==> src/rtl/smb_pkg.sv <==
package smb_pkg;
  typedef enum logic [2:0] {
    ST_IDLE,
    ST_RX,
    ST_RACK,
    ST_TX,
    ST_MACK
  } link_st_e;

  typedef enum logic [1:0] {
    BK_ADDR,
    BK_CMD,
    BK_DATA
  } byte_kind_e;

  localparam logic [3:0] DEV_PREFIX  = 4'b1010;
  localparam logic [7:0] REBOOT_CODE = 8'h88;
endpackage

==> src/rtl/smb_line_sync.sv <==
module smb_line_sync #(
  parameter int N = 2
) (
  input  logic         clk_i,
  input  logic         rst_ni,
  input  logic [N-1:0] line_i,
  output logic [N-1:0] lvl_o,
  output logic [N-1:0] rise_o,
  output logic [N-1:0] fall_o
);
  for (genvar g = 0; g < N; g++) begin : g_line
    logic s1_q, s2_q, s3_q;
    always_ff @(posedge clk_i or negedge rst_ni) begin
      if (!rst_ni) begin
        s1_q <= 1'b1;
        s2_q <= 1'b1;
        s3_q <= 1'b1;
      end else begin
        s1_q <= line_i[g];
        s2_q <= s1_q;
        s3_q <= s2_q;
      end
    end
    assign lvl_o[g]  = s2_q;
    assign rise_o[g] = s2_q & ~s3_q;
    assign fall_o[g] = ~s2_q & s3_q;
  end
endmodule

==> src/rtl/smb_cond_det.sv <==
module smb_cond_det (
  input  logic clk_i,
  input  logic rst_ni,
  input  logic scl_lvl_i,
  input  logic scl_fall_i,
  input  logic sda_lvl_i,
  input  logic sda_rise_i,
  input  logic sda_fall_i,
  output logic start_o,
  output logic stop_o
);
  logic hold_q;  // SCL still high since the last START

  assign start_o = scl_lvl_i & sda_fall_i;
  assign stop_o  = scl_lvl_i & sda_rise_i & ~hold_q;

  always_ff @(posedge clk_i or negedge rst_ni) begin
    if (!rst_ni)         hold_q <= 1'b0;
    else if (start_o)    hold_q <= 1'b1;
    else if (scl_fall_i) hold_q <= 1'b0;
  end

  AST_START_FORM: assert property (@(posedge clk_i) disable iff (!rst_ni)
    start_o |-> (scl_lvl_i && $past(sda_lvl_i) && !sda_lvl_i));
  AST_STOP_FORM: assert property (@(posedge clk_i) disable iff (!rst_ni)
    stop_o |-> (scl_lvl_i && !$past(sda_lvl_i) && sda_lvl_i));
endmodule

==> src/rtl/smb_ptr_ctl.sv <==
module smb_ptr_ctl #(
  parameter int REG_COUNT = 64,
  parameter int PtrW      = 6
) (
  input  logic            clk_i,
  input  logic            rst_ni,
  input  logic            load_i,
  input  logic [PtrW-1:0] load_val_i,
  input  logic            inc_i,
  output logic [PtrW-1:0] ptr_o
);
  localparam logic [PtrW-1:0] LastIdx = PtrW'(REG_COUNT - 1);

  logic [PtrW-1:0] ptr_q;

  always_ff @(posedge clk_i or negedge rst_ni) begin
    if (!rst_ni)     ptr_q <= '0;
    else if (load_i) ptr_q <= load_val_i;
    else if (inc_i)  ptr_q <= (ptr_q == LastIdx) ? '0 : ptr_q + PtrW'(1);
  end

  assign ptr_o = ptr_q;

  AST_PTR_RANGE: assert property (@(posedge clk_i) disable iff (!rst_ni)
    (int'(ptr_q) < REG_COUNT));
endmodule

==> src/rtl/smb_link_fsm.sv <==
module smb_link_fsm
  import smb_pkg::*;
#(
  parameter int REG_COUNT = 64,
  parameter int PtrW      = 6
) (
  input  logic            clk_i,
  input  logic            rst_ni,
  input  logic            scl_lvl_i,
  input  logic            scl_rise_i,
  input  logic            scl_fall_i,
  input  logic            sda_lvl_i,
  input  logic            start_i,
  input  logic            stop_i,
  input  logic [1:0]      addr_pins_i,
  input  logic            busy_i,
  input  logic [7:0]      rdata_i,
  output logic            sda_oe_o,
  output logic            ptr_load_o,
  output logic [PtrW-1:0] ptr_load_val_o,
  output logic            ptr_inc_o,
  output logic            wr_o,
  output logic [7:0]      wdata_o,
  output logic            reboot_o
);
  localparam logic [8:0] RegLim = 9'(REG_COUNT);

  link_st_e        state_q;
  byte_kind_e      kind_q;
  logic [3:0]      cnt_q;
  logic [7:0]      rx_sr_q, tx_sr_q;
  logic            oe_q, to_tx_q, rb_pend_q, mack_q;
  logic            wr_q, inc_q, load_q, reboot_q;
  logic [7:0]      wdata_q;
  logic [PtrW-1:0] load_val_q;

  logic addr_ok, cmd_legal, byte_done;
  assign addr_ok   = (rx_sr_q[7:4] == DEV_PREFIX) && (rx_sr_q[3:2] == addr_pins_i) && !busy_i;
  assign cmd_legal = {1'b0, rx_sr_q} < RegLim;
  assign byte_done = scl_fall_i && (cnt_q == 4'd8);

  always_ff @(posedge clk_i or negedge rst_ni) begin
    if (!rst_ni) begin
      state_q    <= ST_IDLE;
      kind_q     <= BK_ADDR;
      cnt_q      <= '0;
      rx_sr_q    <= '0;
      tx_sr_q    <= '0;
      oe_q       <= 1'b0;
      to_tx_q    <= 1'b0;
      rb_pend_q  <= 1'b0;
      mack_q     <= 1'b0;
      wr_q       <= 1'b0;
      inc_q      <= 1'b0;
      load_q     <= 1'b0;
      reboot_q   <= 1'b0;
      wdata_q    <= '0;
      load_val_q <= '0;
    end else begin
      wr_q     <= 1'b0;
      inc_q    <= 1'b0;
      load_q   <= 1'b0;
      reboot_q <= 1'b0;
      if (start_i) begin
        state_q   <= ST_RX;
        kind_q    <= BK_ADDR;
        cnt_q     <= '0;
        oe_q      <= 1'b0;
        rb_pend_q <= 1'b0;
      end else if (stop_i) begin
        state_q   <= ST_IDLE;
        oe_q      <= 1'b0;
        reboot_q  <= rb_pend_q;
        rb_pend_q <= 1'b0;
      end else begin
        unique case (state_q)
          ST_RX: begin
            if (scl_rise_i) begin
              rx_sr_q <= {rx_sr_q[6:0], sda_lvl_i};
              cnt_q   <= cnt_q + 4'd1;
            end else if (byte_done) begin
              cnt_q <= '0;
              unique case (kind_q)
                BK_ADDR: begin
                  if (addr_ok) begin
                    oe_q    <= 1'b1;
                    to_tx_q <= rx_sr_q[0];
                    kind_q  <= BK_CMD;
                    state_q <= ST_RACK;
                  end else begin
                    state_q <= ST_IDLE;
                  end
                end
                BK_CMD: begin
                  if (rx_sr_q == REBOOT_CODE) begin
                    oe_q      <= 1'b1;
                    rb_pend_q <= 1'b1;
                    to_tx_q   <= 1'b0;
                    kind_q    <= BK_DATA;
                    state_q   <= ST_RACK;
                  end else if (cmd_legal) begin
                    oe_q       <= 1'b1;
                    load_q     <= 1'b1;
                    load_val_q <= rx_sr_q[PtrW-1:0];
                    to_tx_q    <= 1'b0;
                    kind_q     <= BK_DATA;
                    state_q    <= ST_RACK;
                  end else begin
                    state_q <= ST_IDLE;
                  end
                end
                default: begin
                  if (rb_pend_q) begin
                    rb_pend_q <= 1'b0;
                    state_q   <= ST_IDLE;
                  end else begin
                    oe_q    <= 1'b1;
                    wr_q    <= 1'b1;
                    inc_q   <= 1'b1;
                    wdata_q <= rx_sr_q;
                    to_tx_q <= 1'b0;
                    state_q <= ST_RACK;
                  end
                end
              endcase
            end
          end
          ST_RACK: begin
            if (scl_fall_i) begin
              cnt_q <= '0;
              if (to_tx_q) begin
                tx_sr_q <= rdata_i;
                oe_q    <= ~rdata_i[7];
                state_q <= ST_TX;
              end else begin
                oe_q    <= 1'b0;
                state_q <= ST_RX;
              end
            end
          end
          ST_TX: begin
            if (scl_rise_i) begin
              cnt_q <= cnt_q + 4'd1;
            end else if (byte_done) begin
              oe_q    <= 1'b0;
              inc_q   <= 1'b1;
              state_q <= ST_MACK;
            end else if (scl_fall_i) begin
              tx_sr_q <= {tx_sr_q[6:0], 1'b0};
              oe_q    <= ~tx_sr_q[6];
            end
          end
          ST_MACK: begin
            if (scl_rise_i) begin
              mack_q <= ~sda_lvl_i;
            end else if (scl_fall_i) begin
              cnt_q <= '0;
              if (mack_q) begin
                tx_sr_q <= rdata_i;
                oe_q    <= ~rdata_i[7];
                state_q <= ST_TX;
              end else begin
                state_q <= ST_IDLE;
              end
            end
          end
          default: ;
        endcase
      end
    end
  end

  assign sda_oe_o       = oe_q;
  assign ptr_load_o     = load_q;
  assign ptr_load_val_o = load_val_q;
  assign ptr_inc_o      = inc_q;
  assign wr_o           = wr_q;
  assign wdata_o        = wdata_q;
  assign reboot_o       = reboot_q;

  AST_OE_SCL_LOW: assert property (@(posedge clk_i) disable iff (!rst_ni)
    !$stable(oe_q) |-> !scl_lvl_i);
  AST_WR_ONE_SHOT: assert property (@(posedge clk_i) disable iff (!rst_ni)
    wr_q |=> !wr_q);
  AST_REBOOT_AFTER_STOP: assert property (@(posedge clk_i) disable iff (!rst_ni)
    reboot_q |-> $past(stop_i));
  AST_NO_WR_IN_TX: assert property (@(posedge clk_i) disable iff (!rst_ni)
    (state_q == ST_TX) |-> !wr_q);
endmodule

==> src/rtl/smb_reg_slave.sv <==
module smb_reg_slave #(
  parameter int  REG_COUNT = 64,
  localparam int PtrW      = (REG_COUNT > 1) ? $clog2(REG_COUNT) : 1
) (
  input  logic            clk_i,
  input  logic            rst_ni,
  input  logic            scl_i,
  input  logic            sda_i,
  output logic            sda_oe_o,
  input  logic [1:0]      addr_pins_i,
  input  logic            busy_i,
  output logic [PtrW-1:0] reg_addr_o,
  output logic [7:0]      reg_wdata_o,
  output logic            reg_wr_o,
  input  logic [7:0]      reg_rdata_i,
  output logic            reboot_o
);
  logic [1:0] lvl, rise, fall;  // [1]=SCL, [0]=SDA
  logic start, stop;
  logic ptr_load, ptr_inc;
  logic [PtrW-1:0] ptr_load_val;

  smb_line_sync #(.N(2)) u_sync (
    .clk_i  (clk_i),
    .rst_ni (rst_ni),
    .line_i ({scl_i, sda_i}),
    .lvl_o  (lvl),
    .rise_o (rise),
    .fall_o (fall)
  );

  smb_cond_det u_cond (
    .clk_i      (clk_i),
    .rst_ni     (rst_ni),
    .scl_lvl_i  (lvl[1]),
    .scl_fall_i (fall[1]),
    .sda_lvl_i  (lvl[0]),
    .sda_rise_i (rise[0]),
    .sda_fall_i (fall[0]),
    .start_o    (start),
    .stop_o     (stop)
  );

  smb_link_fsm #(.REG_COUNT(REG_COUNT), .PtrW(PtrW)) u_fsm (
    .clk_i          (clk_i),
    .rst_ni         (rst_ni),
    .scl_lvl_i      (lvl[1]),
    .scl_rise_i     (rise[1]),
    .scl_fall_i     (fall[1]),
    .sda_lvl_i      (lvl[0]),
    .start_i        (start),
    .stop_i         (stop),
    .addr_pins_i    (addr_pins_i),
    .busy_i         (busy_i),
    .rdata_i        (reg_rdata_i),
    .sda_oe_o       (sda_oe_o),
    .ptr_load_o     (ptr_load),
    .ptr_load_val_o (ptr_load_val),
    .ptr_inc_o      (ptr_inc),
    .wr_o           (reg_wr_o),
    .wdata_o        (reg_wdata_o),
    .reboot_o       (reboot_o)
  );

  smb_ptr_ctl #(.REG_COUNT(REG_COUNT), .PtrW(PtrW)) u_ptr (
    .clk_i      (clk_i),
    .rst_ni     (rst_ni),
    .load_i     (ptr_load),
    .load_val_i (ptr_load_val),
    .inc_i      (ptr_inc),
    .ptr_o      (reg_addr_o)
  );
endmodule

==> config.mk <==
export PLATFORM = sky130hd
export DESIGN_NAME = smb_reg_slave
export DESIGN_NICKNAME = d
export VERILOG_FILES = /design/src/rtl/smb_pkg.sv /design/src/rtl/smb_line_sync.sv /design/src/rtl/smb_cond_det.sv /design/src/rtl/smb_ptr_ctl.sv /design/src/rtl/smb_link_fsm.sv /design/src/rtl/smb_reg_slave.sv
export SDC_FILE = /design/constraint.sdc
export NUM_CORES = 1
export LEC_CHECK = 0
export CORE_ASPECT_RATIO = 0.75
export CORE_MARGIN = 10
export CORE_UTILIZATION = 30
export CTS_CLUSTER_DIAMETER = 30
export CTS_CLUSTER_SIZE = 8
export DETAILED_ROUTE_END_ITERATION = 6
export DONT_BUFFER_PORTS = 1
export GPL_ROUTABILITY_DRIVEN = 0
export HOLD_SLACK_MARGIN = 0.02
export PLACE_DENSITY = 0.51
export SYNTH_ARGS = -nofsm -noshare
export SYNTH_HDL_FRONTEND = slang
export SYNTH_HIERARCHICAL = 1
export SYNTH_SLANG_ARGS = --single-unit
==> constraint.sdc <==
create_clock -name clk_i -period 3.5 [get_ports clk_i]
set_clock_uncertainty 0.2 [all_clocks]
set_input_delay 0.175 -clock clk_i [delete_from_list [all_inputs] [get_ports clk_i]]
set_output_delay 0.175 -clock clk_i [all_outputs]
set_load 0.1 [all_outputs]
==> reports/summary.txt, run 1 <==
core box area -> 9810 um2
f_max -> 0.350 GHz
RSZ-0062 raised after global routing -> no
dpl hpwl -> 4640 um
ys flop type -> dfrtp_1
Rel. slew slack -> 34.8%
Mapped Area -> 3060 um2
num rows -> 31
Clk pwr share -> 43.5%
first-pass GRT wire length -> 11500 um
setup_tns -> 0 ns
pins over their slew limit -> 0
gr usage total -> 10.0%
CTS-repair resized insts -> 0
NetSw -> 0.000547 W
Tcrit/Tclk final -> 81.7%
Starting Density -> 31.2%
wirelength, routed -> 6780 um
initial antenna violation count -> 1
final cell count without fillers -> 422
GRT overflow -> 0
syn_area_per_cell -> 11.3 um2
final hold vios -> 0
Tightest Pin Transition -> 0.978 ns
most common cell after layout, fill and taps aside -> dfrtp_1
Routed WL per cell -> 16.1 um
nets -> 302
H-tree depth -> 3
endpoints failing setup -> 0
leading area contributor after synthesis -> dfrtp_1
Die W -> 137 um
Final min period -> 2.86 ns
critical path peak fanout -> 10
Worst-path clk slew -> 0.05 ns
critical path data required time -> 3.51 ns
IO Count -> 32
maximum number of pins on one net before global-route repair -> 60
CTS tree -> built
DP Cell Count -> 394
Post-synth EDFFs -> 0
Sw Share -> 27.5%
leading cell types in the layout, fill and taps excluded -> dfrtp_1 (53), mux2_2 (19), nand2_1 (17), mux2_1 (14)
Die Footprint -> 14700 um2
DR iter-0 viols -> 176
fillers -> 992
Pwr Density -> 551 nW/um2
total CTS buffers -> 9
Synth Register Bits -> 59
Detail Route Antenna Nets -> 0
synth top area cells -> dfrtp_1 (43%), mux2_2 (7.0%), dfstp_2 (5.2%)
post-CTS setup buffers -> 0
pre-CTS WS -> 0.637 ns
CTS Sinks -> 59
die height -> 107 um
share of power burned in registers -> 45.2%
leakage power -> 1.58 nW
Critical Path End Type -> flop
Final Worst Setup Slack -> 0.641 ns
Layout area overhead -> 18.2%
DRC violations left -> 0
WP data arrival -> 2.86 ns
status -> finished, final reports clean
kind of critical path -> flop to flop
final core utilization -> 36.8%
total number of vias -> 2104
combinational share of power -> 11.3%
drt via density -> 4.99
share of layout cells above drive strength 1 -> 23.2%
Final Instance Area -> 3610 um2
Max-Cap Viols -> 0
Synth Instances -> 270
min-delay worst type -> primary input to flop
PortBufs -> 0
worst vdd ir -> 313 uV
async set-reset flop share out of synthesis -> 100%
Pre-Repair DR Iteration Count -> 4
startpoint types -> flop
Synth warnings -> 6
sequential element share of the synthesized area -> 48.5%
Post-Syn Nets -> 288
library cells used by synthesis -> 65
Pint -> 0.00144 W
vias in the first global route -> 2117
CTS Buffer Depth -> 2
CTS Root Cell -> clkbuf_16
worst skew pair latency -> 0.33 ns
top cell type's share of synthesized area -> 43.4%
Placed Area -> 3190 um2
Yosys cell counts (4+ instances only):
| master | count |
|---|---|
| a21oi_1 | 7 |
| a41oi_1 | 4 |
| and2b_2 | 4 |
| buf_2 | 7 |
| dfrtp_1 | 53 |
| dfstp_2 | 6 |
| inv_1 | 12 |
| mux2_1 | 14 |
| mux2_2 | 19 |
| nand2_1 | 17 |
| nand2b_1 | 6 |
| nand3_1 | 8 |
| nand3b_1 | 4 |
| nor2_1 | 12 |
| nor2b_1 | 6 |
| nor3_1 | 8 |
| o21ai_0 | 12 |
| xor2_1 | 4 |
registers in the layout, indices dropped and copies added (netlist names), 2 cells and up:
signal and cells:
u_fsm/tx_sr_q 7, u_fsm/state_q 3, u_sync/g_line.s1_q 2, u_fsm/wdata_o 8
u_fsm/kind_q 2, u_sync/g_line.s2_q 2, u_ptr/ptr_o 6, u_fsm/cnt_q 4
u_sync/g_line.s3_q 2, u_fsm/ptr_load_val_o 6, u_fsm/rx_sr_q 8
final timing paths:
kind                                                 start                             endpoint  slack, ns  depth (start not counted)
min in group asynchronous                           rst_ni  u_fsm/ptr_load_val_o[5]$_DFFE_PN0P_       0.18                          2
max in group asynchronous                           rst_ni      u_sync/g_line[1].s2_q$_DFF_PN1_       2.63                          2
hold reg to reg            u_sync/g_line[0].s1_q$_DFF_PN1_      u_sync/g_line[0].s2_q$_DFF_PN1_       0.15                          0
hold / removal                                      busy_i          u_fsm/kind_q[0]$_DFFE_PN0P_       0.06                          4
setup / recovery           u_sync/g_line[0].s2_q$_DFF_PN1_         u_fsm/wdata_o[2]$_DFFE_PN0P_       0.64                          6
setup reg to reg           u_sync/g_line[0].s2_q$_DFF_PN1_         u_fsm/wdata_o[2]$_DFFE_PN0P_       0.64                          6
stage by stage:
stage               hold slack [ns]  power, W
floorplan                    -0.321   0.00105
global placement             -0.318   0.00111
detailed placement           -0.318   0.00111
CTS                          0.0447   0.00203
global route                 0.0933   0.00211
finish                       0.0596   0.00199
worst max-delay path, stage by stage (launching register included):
cell and delay [ns]:
dfstp_2 0.55, and2b_2 0.21, and2_4 0.17, or2_1 0.31, nor4_4 0.40, and3b_1 0.51
mux2_1 0.38
layer usage:
layer,track usage (%),wire length [um],up-vias
li1,-,-,1023
met1,13.8,3510,1015
met2,12.8,2590,54
met3,4.20,498,12
met4,5.31,171,0
met5,0,0,-
layout make-up:
class	instances	area, um2	share of cell area, %
Inverter	12	45.0	1.25
Clock buffer	12	246	6.82
Antenna cell	1	2.50	0.0692
Timing Repair Buffer	17	173	4.78
Multi-Input combinational cell	185	1450	40.1
Clock inverter	4	50.0	1.38
Sequential cell	59	1480	41.1
Tap cell	132	165	4.57
logic make-up (layout without fill, tap and decap cells):
logic type | after synthesis | count (layout) | share of synthesized area [%]
compound gates | 50 | 50 | 12.3
xor+xnor | 5 | 5 | 1.43
fa+ha+maj | 3 | 3 | 1.23
buf+inv | 26 | 45 | 4.09
flops | 59 | 59 | 48.5
mux | 36 | 36 | 13.1
other cells | 0 | 1 | 0
simple gates | 91 | 91 | 19.3
repair_timing:
action                                  4_1_cts  5_1_grt
endpoints found under the setup margin        0        0
hold endpoints to repair                     68        0
hold buffers                                 11        0
power groups by stage:
stage / clock, W / combinational (W) / sequential, W
global route: 0.000933 / 0.000257 / 0.000917
detailed placement: 0 / 0.000197 / 0.000914
CTS: 0.000897 / 0.000226 / 0.000903
global placement: 0 / 0.000196 / 0.000912
finish: 0.000866 / 0.000224 / 0.000901
floorplan: 0 / 0.000179 / 0.000867
No activity file was read; power rests on OpenSTA's default activity.
==> run 2: changes to the inputs <==
--- a/config.mk
+++ b/config.mk
@@ -5,6 +5,7 @@
 export SDC_FILE = /design/constraint.sdc
 export NUM_CORES = 1
 export LEC_CHECK = 0
+export ABC_AREA = 1
 export CORE_ASPECT_RATIO = 0.75
 export CORE_MARGIN = 10
 export CORE_UTILIZATION = 30
@@ -14,7 +15,7 @@
 export DONT_BUFFER_PORTS = 1
 export GPL_ROUTABILITY_DRIVEN = 0
 export HOLD_SLACK_MARGIN = 0.02
-export PLACE_DENSITY = 0.51
+export PLACE_DENSITY = 0.52
 export SYNTH_ARGS = -nofsm -noshare
 export SYNTH_HDL_FRONTEND = slang
 export SYNTH_HIERARCHICAL = 1
==> constraint.sdc (replaced) <==
create_clock -name clk_i -period 2.5 [get_ports clk_i]
set_clock_uncertainty 0.2 [all_clocks]
set_input_delay 0.125 -clock clk_i [delete_from_list [all_inputs] [get_ports clk_i]]
set_output_delay 0.125 -clock clk_i [all_outputs]
set_load 0.1 [all_outputs]
==> reports/summary.txt, run 2 <==
status -> finished, final reports clean
Tcrit/Tclk final -> 90.6% (+8.9 points)
worst r2r src -> u_sync/g_line[0].s2_q$_DFF_PN1_
leading cell types in the layout, fill and taps excluded -> nand2_1 (111), dfrtp_1 (53), inv_1 (39), nor2_1 (34), nand3_1 (24)
Pint -> 0.00220 W (+53%)
H-tree depth -> 3 (unchanged)
Die W -> 137 um (+0.31%)
core box area -> 9850 um2 (+0.40%)
DP Cell Count -> 521 (+32%)
Worst-path clk slew -> 0.05 ns (about the same)
Synth warnings -> 6 (unchanged)
Tightest Pin Transition -> 0.876 ns (-0.102 ns)
IO Count -> 32 (unchanged)
leakage power -> 1.90 nW (+20%)
min-delay worst type -> primary input to asynchronous set/reset pin
Worst Reg-to-Reg Cells -> 11 (+5)
maximum number of pins on one net before global-route repair -> 60 (unchanged)
top cell type's share of synthesized area -> 43.1% (-0.32 points)
CTS Buffer Depth -> 2 (unchanged)
main combinational cell family by area after synthesis -> simple AND/OR/NAND/NOR gates
kind of critical path -> flop to flop
Rel. slew slack -> 41.6% (+6.8 points)
CTS Sinks -> 59 (unchanged)
CTS tree -> built
Synth Register Bits -> 59 (unchanged)
Ant. Diodes -> 0 (-1)
wirelength, routed -> 6830 um (+0.74%)
post-synthesis mux area share -> 1.95% (-11 points)
Starting Density -> 31.3% (+0.11 points)
RSZ-0062 raised after global routing -> no
initial antenna violation count -> 0 (-1)
Mapped Area -> 3080 um2 (+0.74%)
Max-Cap Viols -> 0 (unchanged)
GRT overflow -> 0 (unchanged)
Synth Instances -> 378 (+40%)
CTS Root Cell -> clkbuf_16
Layout area overhead -> 22.3%
f_max -> 0.442 GHz (+26%)
DRC violations left -> 0 (unchanged)
Final Instance Area -> 3770 um2 (+4.2%)
share of layout cells above drive strength 1 -> 19.7% (-3.5 points)
library cells used by synthesis -> 35 (-46%)
end of the critical path -> u_fsm/ptr_load_val_o[1]$_DFFE_PN0P_
num rows -> 31 (unchanged)
NetSw -> 0.00108 W (+97%)
async set-reset flop share out of synthesis -> 100% (unchanged)
die height -> 108 um (+0.30%)
commonest cells in the netlist -> nand2_1 (111), dfrtp_1 (53), inv_1 (39)
worst skew pair latency -> 0.33 ns (about the same)
Pre-Repair DR Iteration Count -> 4 (unchanged)
gr usage total -> 10.2% (+0.14 points)
Clk pwr share -> 38.6% (-4.9 points)
post-CTS setup buffers -> 0 (unchanged)
DR iter-0 viols -> 137 (-22%)
setup_tns -> 0 ns (unchanged)
Placed Area -> 3320 um2 (+4.1%)
Routed WL per cell -> 12.4 um (-23%)
total CTS buffers -> 9 (unchanged)
Post-Syn Nets -> 396 (+38%)
pins over their slew limit -> 0 (unchanged)
worst vdd ir -> 324 uV (+3.2%)
PortBufs -> 0 (unchanged)
Worst Setup SP -> u_sync/g_line[0].s2_q$_DFF_PN1_
WP data arrival -> 2.27 ns (-0.59 ns)
final hold vios -> 0 (unchanged)
combinational share of power -> 25.0% (+14 points)
dpl hpwl -> 4960 um (+6.8%)
Final min period -> 2.26 ns (-0.595 ns)
XOR/XNOR Fraction of Synth Area -> 0.569% (-0.86 points)
Sw Share -> 32.8% (+5.4 points)
total number of vias -> 2452 (+17%)
Pwr Density -> 871 nW/um2 (+58%)
Post-Synth Adder-Cell Area -> 1.22% (-0.0090 points)
leading area contributor after synthesis -> dfrtp_1
drt via density -> 4.47 (-10%)
sequential element share of the synthesized area -> 48.2% (-0.35 points)
final cell count without fillers -> 549 (+30%)
endpoints failing setup -> 0 (unchanged)
Synth Area in Simple Gates -> 28.4% (+9.0 points)
critical path data required time -> 2.50 ns (-1.01 ns)
critical path peak fanout -> 13 (+3)
ys flop type -> dfrtp_1
share of power burned in registers -> 36.4% (-8.8 points)
nets -> 430 (+42%)
reg-to-reg endpoint -> u_fsm/ptr_load_val_o[1]$_DFFE_PN0P_
startpoint types -> flop
final core utilization -> 38.2% (+1.4 points)
syn_area_per_cell -> 8.15 um2 (-28%)
Post-synth EDFFs -> 0 (unchanged)
most common cell after layout, fill and taps aside -> nand2_1
worst hold slack -> 0.113 ns (+0.0535 ns)
Critical Path End Type -> flop
compound-cell area share of the yosys netlist -> 12.0% (-0.25 points)
Die Footprint -> 14800 um2 (+0.61%)
synth top area cells -> dfrtp_1 (43%), nand2_1 (14%), dfstp_2 (5.1%)
vias in the first global route -> 2419 (+14%)
Detail Route Antenna Nets -> 0 (unchanged)
first-pass GRT wire length -> 12000 um (+4.2%)
top-count cell post-synth -> nand2_1
register-to-register setup slack -> 0.24 ns (-0.41 ns)
-- run 2: cell types whose count changed in the layout (fill, tap and decap cells not counted), sizes merged, moves of 5 or more --
cell and change:
o21ai +28, a41oi -5, nand2 +100, nand3 +17, a21oi +6, buf +13
nor2b -6, nand2b -7, nor2 +30, mux2 -33, inv +33
-- run 2: repair_timing --
| item | CTS | global route |
|---|---|---|
| hold endpoints to repair | 69 | 0 |
| hold buffers | 12 | 0 |
| gates resized for setup | 0 | 0 |
-- run 2: per-layer routing --
metal  wire (um)  GRT usage (%)  part of all wire (%)  vias up
met4         126           4.50                   1.8        0
li1            -              -                     -     1271
met3         438           3.68                   6.4       10
met1        3460           14.1                    51     1123
met5           0              0                     0        -
met2        2810           13.7                    41       48
-- run 2: stage by stage --
stage | worst slack [ns] | total power, W
2_1_floorplan | 0.473 | 0.00184
3_3_place_gp | 0.353 | 0.00199
3_5_place_dp | 0.236 | 0.00200
4_1_cts | 0.219 | 0.00332
5_1_grt | 0.0314 | 0.00350
6_report | 0.236 | 0.00328
-- run 2: power by group through the flow --
stage | Sequential (W) | Clock, W | Combinational [W]
finish | 0.00119 | 0.00127 | 0.000821
global route | 0.00121 | 0.00136 | 0.000933
CTS | 0.00119 | 0.00130 | 0.000828
detailed placement | 0.00121 | 0 | 0.000787
global placement | 0.00120 | 0 | 0.000781
floorplan | 0.00129 | 0 | 0.000545
-- run 2: worst min-delay path by stage --
stage | endpoint | slack (ns) | cells after the start | from
after floorplan | u_cond/hold_q$_DFFE_PN0P_ | -0.37 | 0 | rst_ni
after global placement | u_fsm/wr_o$_DFF_PN0_ | -0.37 | 0 | rst_ni
after detailed placement | u_fsm/wr_o$_DFF_PN0_ | -0.37 | 0 | rst_ni
after CTS | u_fsm/wr_o$_DFF_PN0_ | 0.12 | 2 | rst_ni
after global routing | u_fsm/wdata_o[1]$_DFFE_PN0P_ | 0.14 | 2 | rst_ni
final | u_fsm/wdata_o[1]$_DFFE_PN0P_ | 0.11 | 2 | rst_ni
-- run 2: kinds of logic after synthesis --
group | after synthesis
AO/OA/AOI/OAI | 59
XOR/XNOR | 2
adder cells (fa/ha/maj) | 3
buffers and inverters | 53
flip-flops | 59
multiplexers | 6
AND/OR/NAND/NOR | 196
-- run 2: cell type report --
cell class,instances,area [um2]
Fill cell,1053,6090
Timing Repair Buffer,31,280
Sequential cell,59,1480
Clock inverter,2,35.0
Clock buffer,14,274
Tap cell,132,165
Inverter,45,169
Multi-Input combinational cell,266,1360
-- run 2: worst max-delay path: stages, from the launching register on --
cell and delay (ns):
dfstp_2 0.55, nor2_1 0.05, nand2_1 0.07, inv_1 0.13, nor2_4 0.18, inv_2 0.09, nor2_1 0.16, nand2_1 0.10
inv_2 0.10, nand3_2 0.26, nand2_1 0.18, o21ai_2 0.07
==> run 3: changes to the inputs <==
--- a/config.mk
+++ b/config.mk
@@ -15,8 +15,6 @@
 export DONT_BUFFER_PORTS = 1
 export GPL_ROUTABILITY_DRIVEN = 0
 export HOLD_SLACK_MARGIN = 0.02
-export PLACE_DENSITY = 0.52
 export SYNTH_ARGS = -nofsm -noshare
 export SYNTH_HDL_FRONTEND = slang
-export SYNTH_HIERARCHICAL = 1
 export SYNTH_SLANG_ARGS = --single-unit
==> reports/summary.txt, run 3 <==
Critical-path top delay cell -> dfstp_2
nets -> 419 (-2.6%)
initial antenna violation count -> 0 (unchanged)
reg-to-reg endpoint -> u_fsm.wdata_o[1]$_DFFE_PN0P_
pre-CTS WS -> 0.434 ns (+0.198 ns)
core box area -> 9810 um2 (-0.39%)
critical path peak fanout -> 18 (+5)
f_max -> 0.477 GHz (+8.1%)
hold bufs inserted after CTS -> 12 (unchanged)
startpoint types -> flop
crit-path most repeated cell -> nor2_2
Detail Route Antenna Nets -> 0 (unchanged)
Clk pwr share -> 36.5% (-2.1 points)
CTS tree -> built
CTS Sinks -> 59 (unchanged)
worst r2r src -> u_sync.g_line[1].s3_q$_DFF_PN1_
CTS Root Cell -> clkbuf_16
num rows -> 31 (unchanged)
worst skew pair latency -> 0.33 ns (about the same)
Max-Cap Viols -> 0 (unchanged)
share of power burned in registers -> 37.3% (+0.9 points)
leading cell types in the layout, fill and taps excluded -> nand2_1 (104), dfrtp_1 (53), inv_1 (39), nor2_1 (36)
die height -> 107 um (-0.25%)
final hold vios -> 0 (unchanged)
WP data arrival -> 2.10 ns (-0.17 ns)
syn_area_per_cell -> 8.34 um2 (+2.4%)
vias in the first global route -> 2326 (-3.8%)
library cells used by synthesis -> 35 (unchanged)
top cell type's share of synthesized area -> 43.3% (+0.26 points)
top-count cell post-synth -> nand2_1
register-to-register setup slack -> 0.40 ns (+0.17 ns)
min-delay worst type -> primary input to flop
IO Count -> 32 (unchanged)
CP max stage delay -> 0.52 ns (-0.03 ns)
commonest cells in the netlist -> nand2_1 (104), dfrtp_1 (53), inv_1 (39)
kind of critical path -> flop to flop
NetSw -> 0.00113 W (+4.5%)
Die Footprint -> 14700 um2 (-0.51%)
Post-Syn Nets -> 385 (-2.8%)
CTS-repair resized insts -> 0 (unchanged)
first-pass GRT wire length -> 12100 um (+0.69%)
Starting Density -> 31.2% (-0.068 points)
worst vdd ir -> 362 uV (+12%)
sequential element share of the synthesized area -> 48.5% (+0.30 points)
HP Start -> addr_pins_i[1]
Rel. slew slack -> 41.3% (-0.39 points)
Worst Reg-to-Reg Cells -> 7 (-4)
maximum number of pins on one net before global-route repair -> 60 (unchanged)
dpl hpwl -> 5070 um (+2.2%)
CTS Buffer Depth -> 2 (unchanged)
gr usage total -> 10.4% (+0.18 points)
final cell count without fillers -> 538 (-2.0%)
async set-reset flop share out of synthesis -> 100% (unchanged)
endpoints failing setup -> 0 (unchanged)
Sw Share -> 34.1% (+1.3 points)
most common cell after layout, fill and taps aside -> nand2_1
setup_tns -> 0 ns (unchanged)
Mapped Area -> 3060 um2 (-0.61%)
Die W -> 137 um (-0.26%)
synth top area cells -> dfrtp_1 (43%), nand2_1 (13%), dfstp_2 (5.1%)
Critical Path End Type -> flop
Synth warnings -> 0 (-6)
Synth Instances -> 367 (-2.9%)
RSZ-0062 raised after global routing -> no
Hold EP -> u_fsm.sda_oe_o$_DFFE_PN0P_
post-CTS setup buffers -> 0 (unchanged)
total number of vias -> 2457 (+0.20%)
Layout area overhead -> 21.8%
Pre-Repair DR Iteration Count -> 5 (+1)
Final min period -> 2.10 ns (-0.169 ns)
Final Worst Setup Slack -> 0.404 ns (+0.169 ns)
Synth Register Bits -> 59 (unchanged)
Pint -> 0.00217 W (-1.5%)
ys flop type -> dfrtp_1
pins over their slew limit -> 0 (unchanged)
hold path depth -> 9
DRC violations left -> 0 (unchanged)
Tcrit/Tclk final -> 83.8% (-6.7 points)
Ant. Diodes -> 0 (unchanged)
drt via density -> 4.57 (+2.3%)
wirelength, routed -> 7050 um (+3.2%)
total CTS buffers -> 9 (unchanged)
Tightest Pin Transition -> 0.882 ns (+0.00589 ns)
combinational share of power -> 26.3% (+1.3 points)
PortBufs -> 0 (unchanged)
share of layout cells above drive strength 1 -> 18.7% (-0.95 points)
leading area contributor after synthesis -> dfrtp_1
worst hold slack -> 0.121 ns (+0.00765 ns)
critical path data required time -> 2.50 ns (about the same)
Worst-path clk slew -> 0.05 ns (about the same)
DR iter-0 viols -> 240 (+75%)
Post-synth EDFFs -> 0 (unchanged)
leakage power -> 1.80 nW (-5.5%)
Routed WL per cell -> 13.1 um (+5.3%)
worst path cell trace -> inv_1 -> nor2_2 -> nand3_2 -> nor2_2 -> nand4_4 -> nand2_1 -> o21ai_2
H-tree depth -> 3 (unchanged)
GRT overflow -> 0 (unchanged)
DP Cell Count -> 510 (-2.1%)
status -> finished, final reports clean
Pwr Density -> 884 nW/um2 (+1.5%)
[run 3: worst max-delay path, delay by kind of cell (launching register included)]
| kind | cells | cell delay (ns) |
|---|---|---|
| AND/OR/NAND/NOR | 5 | 1.13 |
| flip-flops | 1 | 0.52 |
| AO/OA/AOI/OAI | 1 | 0.07 |
| buffers and inverters | 1 | 0.04 |
[run 3: cell families after synthesis]
family | synth area share [%]
flip-flops | 48.5
AO/OA/AOI/OAI | 12.0
XOR/XNOR | 1.14
multiplexers | 1.96
buffers and inverters | 6.62
AND/OR/NAND/NOR | 28.6
adder cells (fa/ha/maj) | 1.23
[run 3: through the flow]
step,total power [W],area [um2],utilization (%)
floorplan,0.00190,3060,-
global placement,0.00205,3300,33.6
detailed placement,0.00206,3300,33.6
CTS,0.00332,3730,38.0
global route,0.00353,3730,38.0
finish,0.00330,3730,38.0
[run 3: power by group through the flow]
stage / clock (W) / combinational (W) / sequential (W)
2_1_floorplan: 0 / 0.000632 / 0.00127
3_3_place_gp: 0 / 0.000814 / 0.00124
3_5_place_dp: 0 / 0.000820 / 0.00124
4_1_cts: 0.00123 / 0.000868 / 0.00123
5_1_grt: 0.00128 / 0.000994 / 0.00125
6_report: 0.00120 / 0.000866 / 0.00123
[run 3: worst max path at each step]
stage                                         start                           end  slack [ns]  depth (start not counted)
CTS                 u_sync.g_line[1].s3_q$_DFF_PN1_  u_fsm.wdata_o[1]$_DFFE_PN0P_        0.40                          7
global placement    u_sync.g_line[1].s3_q$_DFF_PN1_  u_fsm.wdata_o[1]$_DFFE_PN0P_        0.46                          7
global route             u_fsm.cnt_q[0]$_DFFE_PN0P_  u_fsm.wdata_o[2]$_DFFE_PN0P_        0.28                          9
detailed placement  u_sync.g_line[1].s3_q$_DFF_PN1_  u_fsm.wdata_o[1]$_DFFE_PN0P_        0.43                          7
floorplan                u_ptr.ptr_o[0]$_DFFE_PN0P_    u_ptr.ptr_o[0]$_DFFE_PN0P_        0.44                          4
finish              u_sync.g_line[1].s3_q$_DFF_PN1_  u_fsm.wdata_o[1]$_DFFE_PN0P_        0.40                          7
[run 3: final cells by class]
class	instances	area (um2)
Fill cell	979	6080
Sequential cell	59	1480
Multi-Input combinational cell	261	1380
Clock buffer	13	250
Timing Repair Buffer	27	250
Tap cell	132	165
Inverter	43	164
Clock inverter	3	40.0
[run 3: routing by layer]
layer / global-route usage, % / vias to the layer above / wire, um
li1: - / 1252 / -
met1: 14.6 / 1128 / 3420
met2: 14.1 / 67 / 2990
met3: 3.78 / 10 / 547
met4: 3.64 / 0 / 96
met5: 0 / - / 0
